--- src/rtl/acs_pkg.sv ---
package acs_pkg;
  localparam int CODE_W    = 3;
  localparam int SEQ_W     = 4;
  localparam int SEQ_DEPTH = 1 << SEQ_W;
  localparam int ADDR_W    = 7;

  typedef enum logic [2:0] {
    GRP_CTRL = 3'd0,
    GRP_SEQ  = 3'd1,
    GRP_HI   = 3'd2,
    GRP_LO   = 3'd3,
    GRP_HYS  = 3'd4
  } reg_grp_e;

  localparam logic [3:0] OFS_CTRL  = 4'd0;
  localparam logic [3:0] OFS_CLRHI = 4'd1;
  localparam logic [3:0] OFS_CLRLO = 4'd2;
  localparam logic [3:0] OFS_MASK  = 4'd3;

  function automatic int unsigned period_us(input logic [CODE_W-1:0] code);
    case (code)
      3'd0:    return 10;
      3'd1:    return 20;
      3'd2:    return 40;
      3'd3:    return 80;
      3'd4:    return 160;
      3'd5:    return 320;
      3'd6:    return 640;
      default: return 800;
    endcase
  endfunction
endpackage

--- src/rtl/acs_timer.sv ---
module acs_timer
  import acs_pkg::*;
#(
  parameter int CLK_MHZ = 50
) (
  input  logic              clk,
  input  logic              rst_n,
  input  logic              run,
  input  logic [CODE_W-1:0] code,
  output logic              conv_start
);
  localparam int MAX_CYC = CLK_MHZ * 800;
  localparam int CNT_W   = $clog2(MAX_CYC + 1);

  logic [CNT_W-1:0] cnt_q, cnt_d, limit;
  logic             tick;

  always_comb begin
    limit = CNT_W'(CLK_MHZ * period_us(code) - 1);
    tick  = run && (cnt_q >= limit);
    if (!run || tick) cnt_d = '0;
    else              cnt_d = cnt_q + CNT_W'(1);
  end

  always_ff @(posedge clk or negedge rst_n) begin
    if (!rst_n) cnt_q <= '0;
    else        cnt_q <= cnt_d;
  end

  assign conv_start = tick;

  // start is a single-cycle pulse
  assert_single_pulse_R1: assert property (@(posedge clk) disable iff (!rst_n)
    conv_start |=> !conv_start);
endmodule

--- src/rtl/acs_seq.sv ---
module acs_seq
  import acs_pkg::*;
#(
  parameter int CH_W = 3
) (
  input  logic             clk,
  input  logic             rst_n,
  input  logic             en,
  input  logic             conv_start,
  input  logic             res_valid,
  input  logic             seq_we,
  input  logic [SEQ_W-1:0] seq_idx,
  input  logic [CH_W-1:0]  seq_ch,
  input  logic [SEQ_W-1:0] last_idx,
  output logic [CH_W-1:0]  chan_sel
);
  logic [CH_W-1:0]  ent [SEQ_DEPTH];
  logic [SEQ_W-1:0] ptr_q, ptr_d;
  logic             busy_q, busy_d;

  for (genvar e = 0; e < SEQ_DEPTH; e++) begin : g_entry
    logic            ent_we;
    logic [CH_W-1:0] ent_q;
    assign ent_we = seq_we && (seq_idx == SEQ_W'(e));
    always_ff @(posedge clk or negedge rst_n) begin
      if (!rst_n)      ent_q <= '0;
      else if (ent_we) ent_q <= seq_ch;
    end
    assign ent[e] = ent_q;
  end

  always_comb begin
    busy_d = busy_q;
    ptr_d  = ptr_q;
    if (conv_start)     busy_d = 1'b1;
    else if (res_valid) busy_d = 1'b0;
    if (res_valid && busy_q)
      ptr_d = (ptr_q >= last_idx) ? '0 : ptr_q + SEQ_W'(1);
    if (!en && !busy_q) ptr_d = '0;
  end

  always_ff @(posedge clk or negedge rst_n) begin
    if (!rst_n) begin
      busy_q <= 1'b0;
      ptr_q  <= '0;
    end else begin
      busy_q <= busy_d;
      ptr_q  <= ptr_d;
    end
  end

  assign chan_sel = ent[ptr_q];

  // selection holds while a conversion is in flight
  assert_sel_hold_R2: assert property (@(posedge clk) disable iff (!rst_n)
    (busy_q && !res_valid && !seq_we) |=> $stable(chan_sel));
endmodule

--- src/rtl/acs_chan_mon.sv ---
module acs_chan_mon #(
  parameter int DATA_W = 16,
  parameter int CH_W   = 3,
  parameter int IDX    = 0
) (
  input  logic              clk,
  input  logic              rst_n,
  input  logic              res_valid,
  input  logic [CH_W-1:0]   res_chan,
  input  logic [DATA_W-1:0] res_data,
  input  logic              hi_we,
  input  logic              lo_we,
  input  logic              hys_we,
  input  logic [DATA_W-1:0] wdata,
  input  logic              clr_hi,
  input  logic              clr_lo,
  output logic              flag_hi,
  output logic              flag_lo
);
  logic [DATA_W-1:0] hi_q, lo_q, hys_q;
  logic              hi_act_q, hi_act_d, lo_act_q, lo_act_d;
  logic              fhi_q, fhi_d, flo_q, flo_d;
  logic              hit, over_hi, under_rel, under_lo, over_rel;

  always_comb begin
    hit       = res_valid && (res_chan == CH_W'(IDX));
    over_hi   = res_data > hi_q;
    under_rel = ({1'b0, res_data} + {1'b0, hys_q}) < {1'b0, hi_q};
    under_lo  = res_data < lo_q;
    over_rel  = {1'b0, res_data} > ({1'b0, lo_q} + {1'b0, hys_q});

    hi_act_d = hi_act_q;
    lo_act_d = lo_act_q;
    if (hit) begin
      if (over_hi)        hi_act_d = 1'b1;
      else if (under_rel) hi_act_d = 1'b0;
      if (under_lo)       lo_act_d = 1'b1;
      else if (over_rel)  lo_act_d = 1'b0;
    end

    if (hit && over_hi && !hi_act_q)  fhi_d = 1'b1;
    else if (clr_hi)                  fhi_d = 1'b0;
    else                              fhi_d = fhi_q;
    if (hit && under_lo && !lo_act_q) flo_d = 1'b1;
    else if (clr_lo)                  flo_d = 1'b0;
    else                              flo_d = flo_q;
  end

  always_ff @(posedge clk or negedge rst_n) begin
    if (!rst_n) begin
      hi_q  <= '1;
      lo_q  <= '0;
      hys_q <= '0;
    end else begin
      if (hi_we)  hi_q  <= wdata;
      if (lo_we)  lo_q  <= wdata;
      if (hys_we) hys_q <= wdata;
    end
  end

  always_ff @(posedge clk or negedge rst_n) begin
    if (!rst_n) begin
      hi_act_q <= 1'b0;
      lo_act_q <= 1'b0;
      fhi_q    <= 1'b0;
      flo_q    <= 1'b0;
    end else begin
      hi_act_q <= hi_act_d;
      lo_act_q <= lo_act_d;
      fhi_q    <= fhi_d;
      flo_q    <= flo_d;
    end
  end

  assign flag_hi = fhi_q;
  assign flag_lo = flo_q;

  assert_hi_trip_R4: assert property (@(posedge clk) disable iff (!rst_n)
    (hit && (res_data > hi_q)) |=> (hi_act_q && flag_hi || hi_act_q && $past(hi_act_q)));
  assert_quiet_R4: assert property (@(posedge clk) disable iff (!rst_n)
    !hit |=> ($stable(hi_act_q) && $stable(lo_act_q)));
  // results inside the upper band leave the level unchanged
  assert_band_hold_R5: assert property (@(posedge clk) disable iff (!rst_n)
    (hit && !(res_data > hi_q) && (({1'b0, res_data} + {1'b0, hys_q}) >= {1'b0, hi_q}))
      |=> $stable(hi_act_q));
  assert_lo_trip_R6: assert property (@(posedge clk) disable iff (!rst_n)
    (hit && (res_data < lo_q)) |=> lo_act_q);
  assert_sticky_R7: assert property (@(posedge clk) disable iff (!rst_n)
    (flag_hi && !clr_hi) |=> flag_hi);
endmodule

--- src/rtl/acs_monitor.sv ---
module acs_monitor
  import acs_pkg::*;
#(
  parameter int CLK_MHZ = 50,
  parameter int NUM_CH  = 8,
  parameter int DATA_W  = 16,
  localparam int CH_W   = (NUM_CH > 1) ? $clog2(NUM_CH) : 1
) (
  input  logic              clk,
  input  logic              rst_n,
  input  logic              cfg_we,
  input  logic [6:0]        cfg_addr,
  input  logic [DATA_W-1:0] cfg_wdata,
  input  logic              res_valid,
  input  logic [CH_W-1:0]   res_chan,
  input  logic [DATA_W-1:0] res_data,
  output logic              conv_start,
  output logic [CH_W-1:0]   chan_sel,
  output logic [NUM_CH-1:0] alert_hi,
  output logic [NUM_CH-1:0] alert_lo,
  output logic              irq
);
  logic [1:0]        rst_sync;
  logic              rst_n_s;
  reg_grp_e          grp;
  logic [3:0]        ofs;
  logic              wr_ctrl, wr_mask, wr_seq;
  logic [NUM_CH-1:0] clr_hi, clr_lo;
  logic              en_q, en_d;
  logic [CODE_W-1:0] code_q, code_d;
  logic [SEQ_W-1:0]  last_q, last_d;
  logic [NUM_CH-1:0] mask_q, mask_d;

  always_ff @(posedge clk or negedge rst_n) begin
    if (!rst_n) rst_sync <= 2'b00;
    else        rst_sync <= {rst_sync[0], 1'b1};
  end
  assign rst_n_s = rst_sync[1];

  always_comb begin
    grp     = reg_grp_e'(cfg_addr[6:4]);
    ofs     = cfg_addr[3:0];
    wr_ctrl = cfg_we && (grp == GRP_CTRL) && (ofs == OFS_CTRL);
    wr_mask = cfg_we && (grp == GRP_CTRL) && (ofs == OFS_MASK);
    wr_seq  = cfg_we && (grp == GRP_SEQ);
    clr_hi  = (cfg_we && (grp == GRP_CTRL) && (ofs == OFS_CLRHI)) ? cfg_wdata[NUM_CH-1:0] : '0;
    clr_lo  = (cfg_we && (grp == GRP_CTRL) && (ofs == OFS_CLRLO)) ? cfg_wdata[NUM_CH-1:0] : '0;
    en_d    = en_q;
    code_d  = code_q;
    last_d  = last_q;
    mask_d  = mask_q;
    if (wr_ctrl) {last_d, code_d, en_d} = cfg_wdata[7:0];
    if (wr_mask) mask_d = cfg_wdata[NUM_CH-1:0];
  end

  always_ff @(posedge clk or negedge rst_n_s) begin
    if (!rst_n_s) begin
      en_q   <= 1'b0;
      code_q <= '0;
      last_q <= '0;
      mask_q <= '0;
    end else begin
      en_q   <= en_d;
      code_q <= code_d;
      last_q <= last_d;
      mask_q <= mask_d;
    end
  end

  acs_timer #(.CLK_MHZ(CLK_MHZ)) u_timer (
    .clk(clk), .rst_n(rst_n_s), .run(en_q), .code(code_q), .conv_start(conv_start)
  );

  acs_seq #(.CH_W(CH_W)) u_seq (
    .clk(clk), .rst_n(rst_n_s), .en(en_q), .conv_start(conv_start),
    .res_valid(res_valid), .seq_we(wr_seq), .seq_idx(ofs),
    .seq_ch(cfg_wdata[CH_W-1:0]), .last_idx(last_q), .chan_sel(chan_sel)
  );

  for (genvar c = 0; c < NUM_CH; c++) begin : g_ch
    logic hi_we, lo_we, hys_we;
    assign hi_we  = cfg_we && (grp == GRP_HI)  && (ofs == 4'(c));
    assign lo_we  = cfg_we && (grp == GRP_LO)  && (ofs == 4'(c));
    assign hys_we = cfg_we && (grp == GRP_HYS) && (ofs == 4'(c));
    acs_chan_mon #(.DATA_W(DATA_W), .CH_W(CH_W), .IDX(c)) u_mon (
      .clk(clk), .rst_n(rst_n_s), .res_valid(res_valid), .res_chan(res_chan),
      .res_data(res_data), .hi_we(hi_we), .lo_we(lo_we), .hys_we(hys_we),
      .wdata(cfg_wdata), .clr_hi(clr_hi[c]), .clr_lo(clr_lo[c]),
      .flag_hi(alert_hi[c]), .flag_lo(alert_lo[c])
    );
  end

  assign irq = |((alert_hi | alert_lo) & mask_q);

  assert_irq_src_R8: assert property (@(posedge clk) disable iff (!rst_n_s)
    irq |-> (|(alert_hi | alert_lo)));
  assert_no_start_idle_R9: assert property (@(posedge clk) disable iff (!rst_n_s)
    !en_q |=> !conv_start);
endmodule

--- config.mk ---
export PLATFORM = sky130hd
export DESIGN_NAME = acs_monitor
export DESIGN_NICKNAME = d
export VERILOG_FILES = /design/src/rtl/acs_pkg.sv /design/src/rtl/acs_timer.sv /design/src/rtl/acs_seq.sv /design/src/rtl/acs_chan_mon.sv /design/src/rtl/acs_monitor.sv
export SDC_FILE = /design/constraint.sdc
export NUM_CORES = 2
export LEC_CHECK = 0
export ABC_AREA = 1
export BUFFER_PORTS_ARGS = -buffer_cell sky130_fd_sc_hd__buf_2
export CELL_PAD_IN_SITES_DETAIL_PLACEMENT = 0
export CELL_PAD_IN_SITES_GLOBAL_PLACEMENT = 2
export CORE_ASPECT_RATIO = 2
export CORE_MARGIN = 2
export CORE_UTILIZATION = 43
export CTS_CLUSTER_DIAMETER = 100
export DETAILED_ROUTE_END_ITERATION = 7
export PLACE_DENSITY = 0.93
export SETUP_SLACK_MARGIN = 0.4
export SYNTH_ARGS = -nofsm -noshare
export SYNTH_HDL_FRONTEND = slang
export SYNTH_HIERARCHICAL = 1
export SYNTH_SLANG_ARGS = --single-unit
--- constraint.sdc ---
create_clock -name clk -period 21.6 [get_ports clk]
set_input_delay 2.16 -clock clk [delete_from_list [all_inputs] [get_ports clk]]
set_output_delay 2.16 -clock clk [all_outputs]
set_load 0.05 [all_outputs]
* After elaboration in Yosys (flattened, before gate mapping)
Index checks and enable logic that the tools add are counted.
Word-level totals: register bits 503, logic and storage cells 412
Operators by class: $add $sub $neg 19, multiply operators 1, order comparisons 35, equal/unequal tests 32, muxes and demuxes 76, bitwise logic cells 3, reductions and logical operators 166
Operators by type and width (number):
- $add A16 B16 Y17 | 16
- $gt A16 B17 Y1 | 8
- $lt A17 B16 Y1 | 8
- $gt A16 B16 Y1 | 8
- $lt A16 B16 Y1 | 8
- $logic_and A1 B1 Y1 | 92
- $pmux W10 S7 | 1
- $reduce_bool A2 Y1 | 34
- $mux W1 | 66
- $eq A4 B4 Y1 const B | 8
- $reduce_and A2 Y1 | 16
- $eq A3 B3 Y1 const B | 8
- $eq A3 B2 Y1 const B | 6
- $logic_not A1 Y1 | 18
- $add A16 B1 Y16 const B | 1
- $eq A4 B3 Y1 const B | 4
- $ge A16 B16 Y1 | 1
- $mux W16 | 1
- $mux W8 | 2
- $sub A16 B1 Y16 const B | 1
- $mul A5 B10 Y15 const A | 1
- $bmux W3 S4 | 1
- $mux W4 | 3
- $eq A3 B1 Y1 const B | 3
- 13 further kinds | 17

* Longest topological paths before layout
depth after elaboration 8, gate-level depth with buffers 34, depth with buffers taken out 32

* By module
Netlist, hierarchy kept.
Modules (own cells, without submodules):
- acs_chan_mon (g_ch[5].u_mon ...) | instances 2, cells each 603, area each 4874.7 µm², seq. area each 1321.3 µm²
- acs_chan_mon (g_ch[3].u_mon) | instances 1, cells each 604, area each 4908.5 µm², seq. area each 1321.3 µm²
- acs_chan_mon (g_ch[0].u_mon) | instances 1, cells each 603, area each 4906.0 µm², seq. area each 1321.3 µm²
- acs_chan_mon (g_ch[1].u_mon) | instances 1, cells each 603, area each 4904.7 µm², seq. area each 1321.3 µm²
- acs_chan_mon (g_ch[4].u_mon) | instances 1, cells each 603, area each 4903.5 µm², seq. area each 1321.3 µm²
- acs_chan_mon (g_ch[2].u_mon) | instances 1, cells each 602, area each 4872.2 µm², seq. area each 1321.3 µm²
- acs_chan_mon (g_ch[7].u_mon) | instances 1, cells each 603, area each 4872.2 µm², seq. area each 1321.3 µm²
- acs_seq | instances 1, cells each 386, area each 2820.2 µm², seq. area each 1326.3 µm²
- acs_timer | instances 1, cells each 328, area each 2442.3 µm², seq. area each 400.4 µm²
- acs_monitor | instances 1, cells each 168, area each 1133.6 µm², seq. area each 450.4 µm²

* Least setup slack after synthesis
OpenSTA, ideal clock, no wires.
path kind register -> output, from reg code_q[2], to out conv_start, arrival 5549 ps, required time 19440 ps, path slack 13891 ps, cell stages (with the launch flop) 32, buffers on the path 1, path through dfrtp_1 > buf_6 > inv_1 > nor2_1 > inv_1 > nor2_1 > inv_1 > ha_1 > nand2_1 > nor2_1 > a21oi_1 > ha_1 > ha_1 > inv_1 > fa_1 > inv_1 > ha_1 > nand2_1 > nand2_1 > a21oi_1 > nand2_1 > nand2_1 > nand2_1 > nor2_1 > nand2_1 > nand2_1 > nand2_1 > ha_1 > nand4_1 > nor3_1 > o21ai_1 > a21boi_0
On the way: longest elaborated chain between the ends 6
RTL lines:
- start, declared | line acs_monitor.sv:30 | logic [CODE_W-1:0] code_q, code_d;
- start signal, assigned | line acs_monitor.sv:64 | code_q <= code_d;
- $eq A3 B3 Y1 (tied with other cells) | line acs_pkg.sv:21 | case (code)
- $pmux W10 S7 * | line acs_pkg.sv:21
- $mul A5 B10 Y15 * | line acs_timer.sv:19 | limit = CNT_W'(CLK_MHZ * period_us(code) - 1);
- $sub A16 B1 Y16 * | line acs_timer.sv:19
- $ge A16 B16 Y1 * | line acs_timer.sv:20 | tick = run && (cnt_q >= limit);
- $logic_and A1 B1 Y1 * | line acs_timer.sv:20
- end, declared | line acs_monitor.sv:17 | output logic conv_start,
Mark *: on every way between the ends. The rest lies on a longest branch, timed or not.

* Final worst setup path
Ends and elaborated chain as after synthesis.

==> flow_summary.toml <==
[outcome]
status = "finished clean"

[place]
place_ws_ps = 13360
gp_congestion = 0.892
hpwl_um = 107000
port_buffers = 66

[sta]
worstMarginPinSlew_ps = 1230
hold_violations = 0
slew_viol_final = 0
skew_ps = 28.3
max_slew_margin = 0.180
setup-violations-final = 0
tns_ps = 0
finalCriticalPeriod_ps = 8920
fin_crit_sh = 0.413
rsz0062_at_grt = "false"
maxClockFrequency_ghz = 0.112
setup_slack_ps = 12680

[clock_tree]
cts_buffers = 55
postCtsSetupRepairBufs = 0
cts_sinks = 503
clkSlewWorstSetupHoldPaths_ps = 70
cts_resized = 0
clkLatencyLatePin_ps = 660
htree_levels = 2
cts_buffer_depth = 3
cts_hold_buf = 0
cts_tree = "built"
clockRootBuffer = "clkbuf_16"

[detailed_routing]
drt-initial-drc-count = 1890
ant_nets = 0
dr.pass1.iters = 5
via_count = 39100
drt-wirelength-per-cell_um = 21.2
drt-total-wl_um = 153000
route.detailed.drc = 0
vias_per_cell = 5.42

[yosys]
yosysWarnings = 6
synth.net_count = 6577
netlist-cell-type-count = 60
syn_avg_cell_area_um2 = 7.98
ys_seq_area_frac = 0.280
syn_area_mm2 = 0.0455
synth-seq-cells = 503
synthCells = 5706

[setup_path]
required_ps = 19440
crit_path_start = "code_q[2]$_DFFE_PN0P_"
cpMostUsedCell = "nand2_1"
reg2reg_from = "code_q[2]$_DFFE_PN0P_"
cp_max_fo = 9
critPathSlowestCell = "dfrtp_1"
ff2ff_path_depth = 30
arrival_ps = 6760
reg2reg_to = "u_timer/cnt_q[5]$_DFF_PN0_"
cp_slowest_stage_delay_ps = 740
path_class = "register to output port"
reg2reg_setup_slack_ps = 15260
critical_path.endpoint = "conv_start"
endpoint_kind = "output port"
worst_setup_path_start_kind = "register"

[cells_and_area]
n_fill_cell = 10500
areaGrowthSynthToFinish_pct = 8.73
drive_above_1_share = 0.117
multi_input_area_mm2 = 0.0296
regArea_mm2 = 0.0128
nNetsFinal = 6680

[power]
p_per_area_mw_per_mm2 = 77.6
p_leak_uw = 0.0265
report.power.total_uw = 3840
vdd_ir_drop_max_mv = 0.0600

[floorplanning]
dieWidth_um = 234
die-height_um = 464
initial_core_util = 0.434
placementRows = 168
core_mm2 = 0.105
pin_count = 67
die-area_mm2 = 0.109

[min_path]
hold_class = "register to async pin"

[grt]
grt_start_max_net_pins = 148
grt_first_pass_wirelength_um = 230000
grtUsageTotal = 0.283
overflow = 0
antenna_found_initial = 4
grt_pass1_vias = 39800

[flow_run]
cap_violations = 0
stage by stage:
| step | std cells | hold WS (ps) | utilization | instance area, µm² |
|---|---|---|---|---|
| finish | 7215 | 328 | 0.472 | 49500 |
| global route | 7215 | 356 | 0.472 | 49500 |
| CTS | 7214 | 356 | 0.472 | 49500 |
| detailed placement | 7112 | 341 | 0.455 | 47700 |
| global placement | 7112 | 336 | 0.455 | 47700 |
| floorplan | 5706 | 331 | - | 45500 |
state kept, by name, indices dropped and copies added (netlist names):
signal	count
u_seq/g_entry.ent_q	48
mask_q	8
u_timer/cnt_q	16
last_q	4
code_q	3
g_ch.u_mon/hi_act_q	8
g_ch.u_mon/hi_q	128
rst_sync	2
g_ch.u_mon/lo_act_q	8
en_q	1
g_ch.u_mon/lo_q	128
u_seq/ptr_q	4
g_ch.u_mon/hys_q	128
g_ch.u_mon/flag_lo	8
u_seq/busy_q	1
g_ch.u_mon/flag_hi	8
cell type report:
type,count,share of cell area
flip-flops and latches,503,0.258
inverters,765,0.0580
well taps,1360,0.0344
repair buffers,127,0.0164
multi-input cells,4357,0.598
diodes,1,0.0000506
clock buffers,79,0.0321
clock inverters,23,0.00384
placed cells by master, fill, tap and decap left out, types with 21 or more instances in the layout:
| cell type | synthesis | routed |
|---|---|---|
| xnor2_1 | 84 | 84 |
| a21oi_1 | 380 | 380 |
| nand3_1 | 276 | 276 |
| nand4_1 | 72 | 72 |
| dfstp_2 | 128 | 128 |
| clkbuf_16 | 0 | 55 |
| nor3_1 | 44 | 44 |
| a21o_1 | 38 | 38 |
| buf_2 | 26 | 66 |
| o21ai_0 | 396 | 396 |
| xor2_1 | 162 | 162 |
| nor2_1 | 294 | 280 |
| nand2_2 | 21 | 21 |
| dfrtp_1 | 375 | 374 |
| mux2_2 | 128 | 128 |
| buf_4 | 0 | 59 |
| o21bai_1 | 59 | 59 |
| nand3_2 | 28 | 28 |
| o21ai_2 | 28 | 28 |
| ha_1 | 806 | 806 |
| nand2_1 | 1283 | 1283 |
| inv_1 | 756 | 756 |
kinds of logic after synthesis:
group,Yosys count,share of synthesized area
and+or+nand+nor,2097,0.201
AOI/OAI and AO/OA,1060,0.138
buffers and inverters,846,0.0710
adders and majority gates,825,0.230
DFF,503,0.280
xor gates and xnor gates,246,0.0473
muxes,128,0.0317
other,1,0.0000824
synth_stat cells (all sizes together):
cell / n / area share
nand3: 306 / 0.037
xor2: 162 / 0.031
nand4: 89 / 0.015
nor2: 308 / 0.028
mux2: 128 / 0.032
dfstp: 128 / 0.074
clkbuf: 52 / 0.0043
a31o: 4 / 0.00077
and3: 7 / 0.00096
a21oi: 401 / 0.047
a31oi: 20 / 0.0033
buf: 29 / 0.0036
conb: 1 / 0.000082
o21ai: 442 / 0.053
a211oi: 8 / 0.0013
o31ai: 8 / 0.0013
o2111ai: 8 / 0.0015
clkinv: 1 / 0.000082
and2: 2 / 0.00027
inv: 764 / 0.063
xnor2: 84 / 0.016
o21bai: 67 / 0.012
nand3b: 9 / 0.0015
nand2: 1311 / 0.11
o22ai: 4 / 0.00055
a21boi: 21 / 0.0048
nor3b: 4 / 0.00066
ha: 806 / 0.22
o31a: 3 / 0.00058
o21a: 16 / 0.0026
nor4: 12 / 0.0016
a21o: 42 / 0.0070
nor3: 49 / 0.0064
o311ai: 8 / 0.0015
dfrtp: 375 / 0.21
o211ai: 8 / 0.0013
fa: 19 / 0.0084
routing by layer:
layer / wire [µm] / vias up / share of wire / global-route usage
met5: 0 / - / 0 / 0
met3: 5940 / 470 / 0.039 / 0.0309
met4: 11500 / 0 / 0.075 / 0.180
met2: 81100 / 902 / 0.53 / 0.536
met1: 54100 / 18400 / 0.35 / 0.287
li1: - / 19300 / - / -
worst min-delay path by stage:
stage / slack, ps / start / cells past startpoint / end
after floorplan: 330 / rst_sync[0]$_DFF_PN0_ / 0 / rst_sync[1]$_DFF_PN0_
after global placement: 340 / rst_sync[0]$_DFF_PN0_ / 0 / rst_sync[1]$_DFF_PN0_
after detailed placement: 340 / rst_sync[0]$_DFF_PN0_ / 0 / rst_sync[1]$_DFF_PN0_
after CTS: 360 / rst_sync[1]$_DFF_PN0_ / 0 / g_ch[5].u_mon/lo_q[10]$_DFFE_PN0P_
after global routing: 360 / rst_sync[0]$_DFF_PN0_ / 0 / rst_sync[1]$_DFF_PN0_
final: 330 / rst_sync[1]$_DFF_PN0_ / 0 / g_ch[5].u_mon/lo_q[13]$_DFFE_PN0P_
worst max-delay path: cells and delay by family, from the launching register on:
family | cells | cell delay (ps)
and+or+nand+nor | 15 | 1790
adders and majority gates | 6 | 1970
AOI/OAI and AO/OA | 4 | 960
DFF | 1 | 740
buffers and inverters | 6 | 640
power breakdown:
part	internal, µW	total [µW]	switching, µW
Combinational	644	1710	1070
Sequential	1070	1160	84.7
Clock	535	975	440
(Power assumes the default switching activity.)
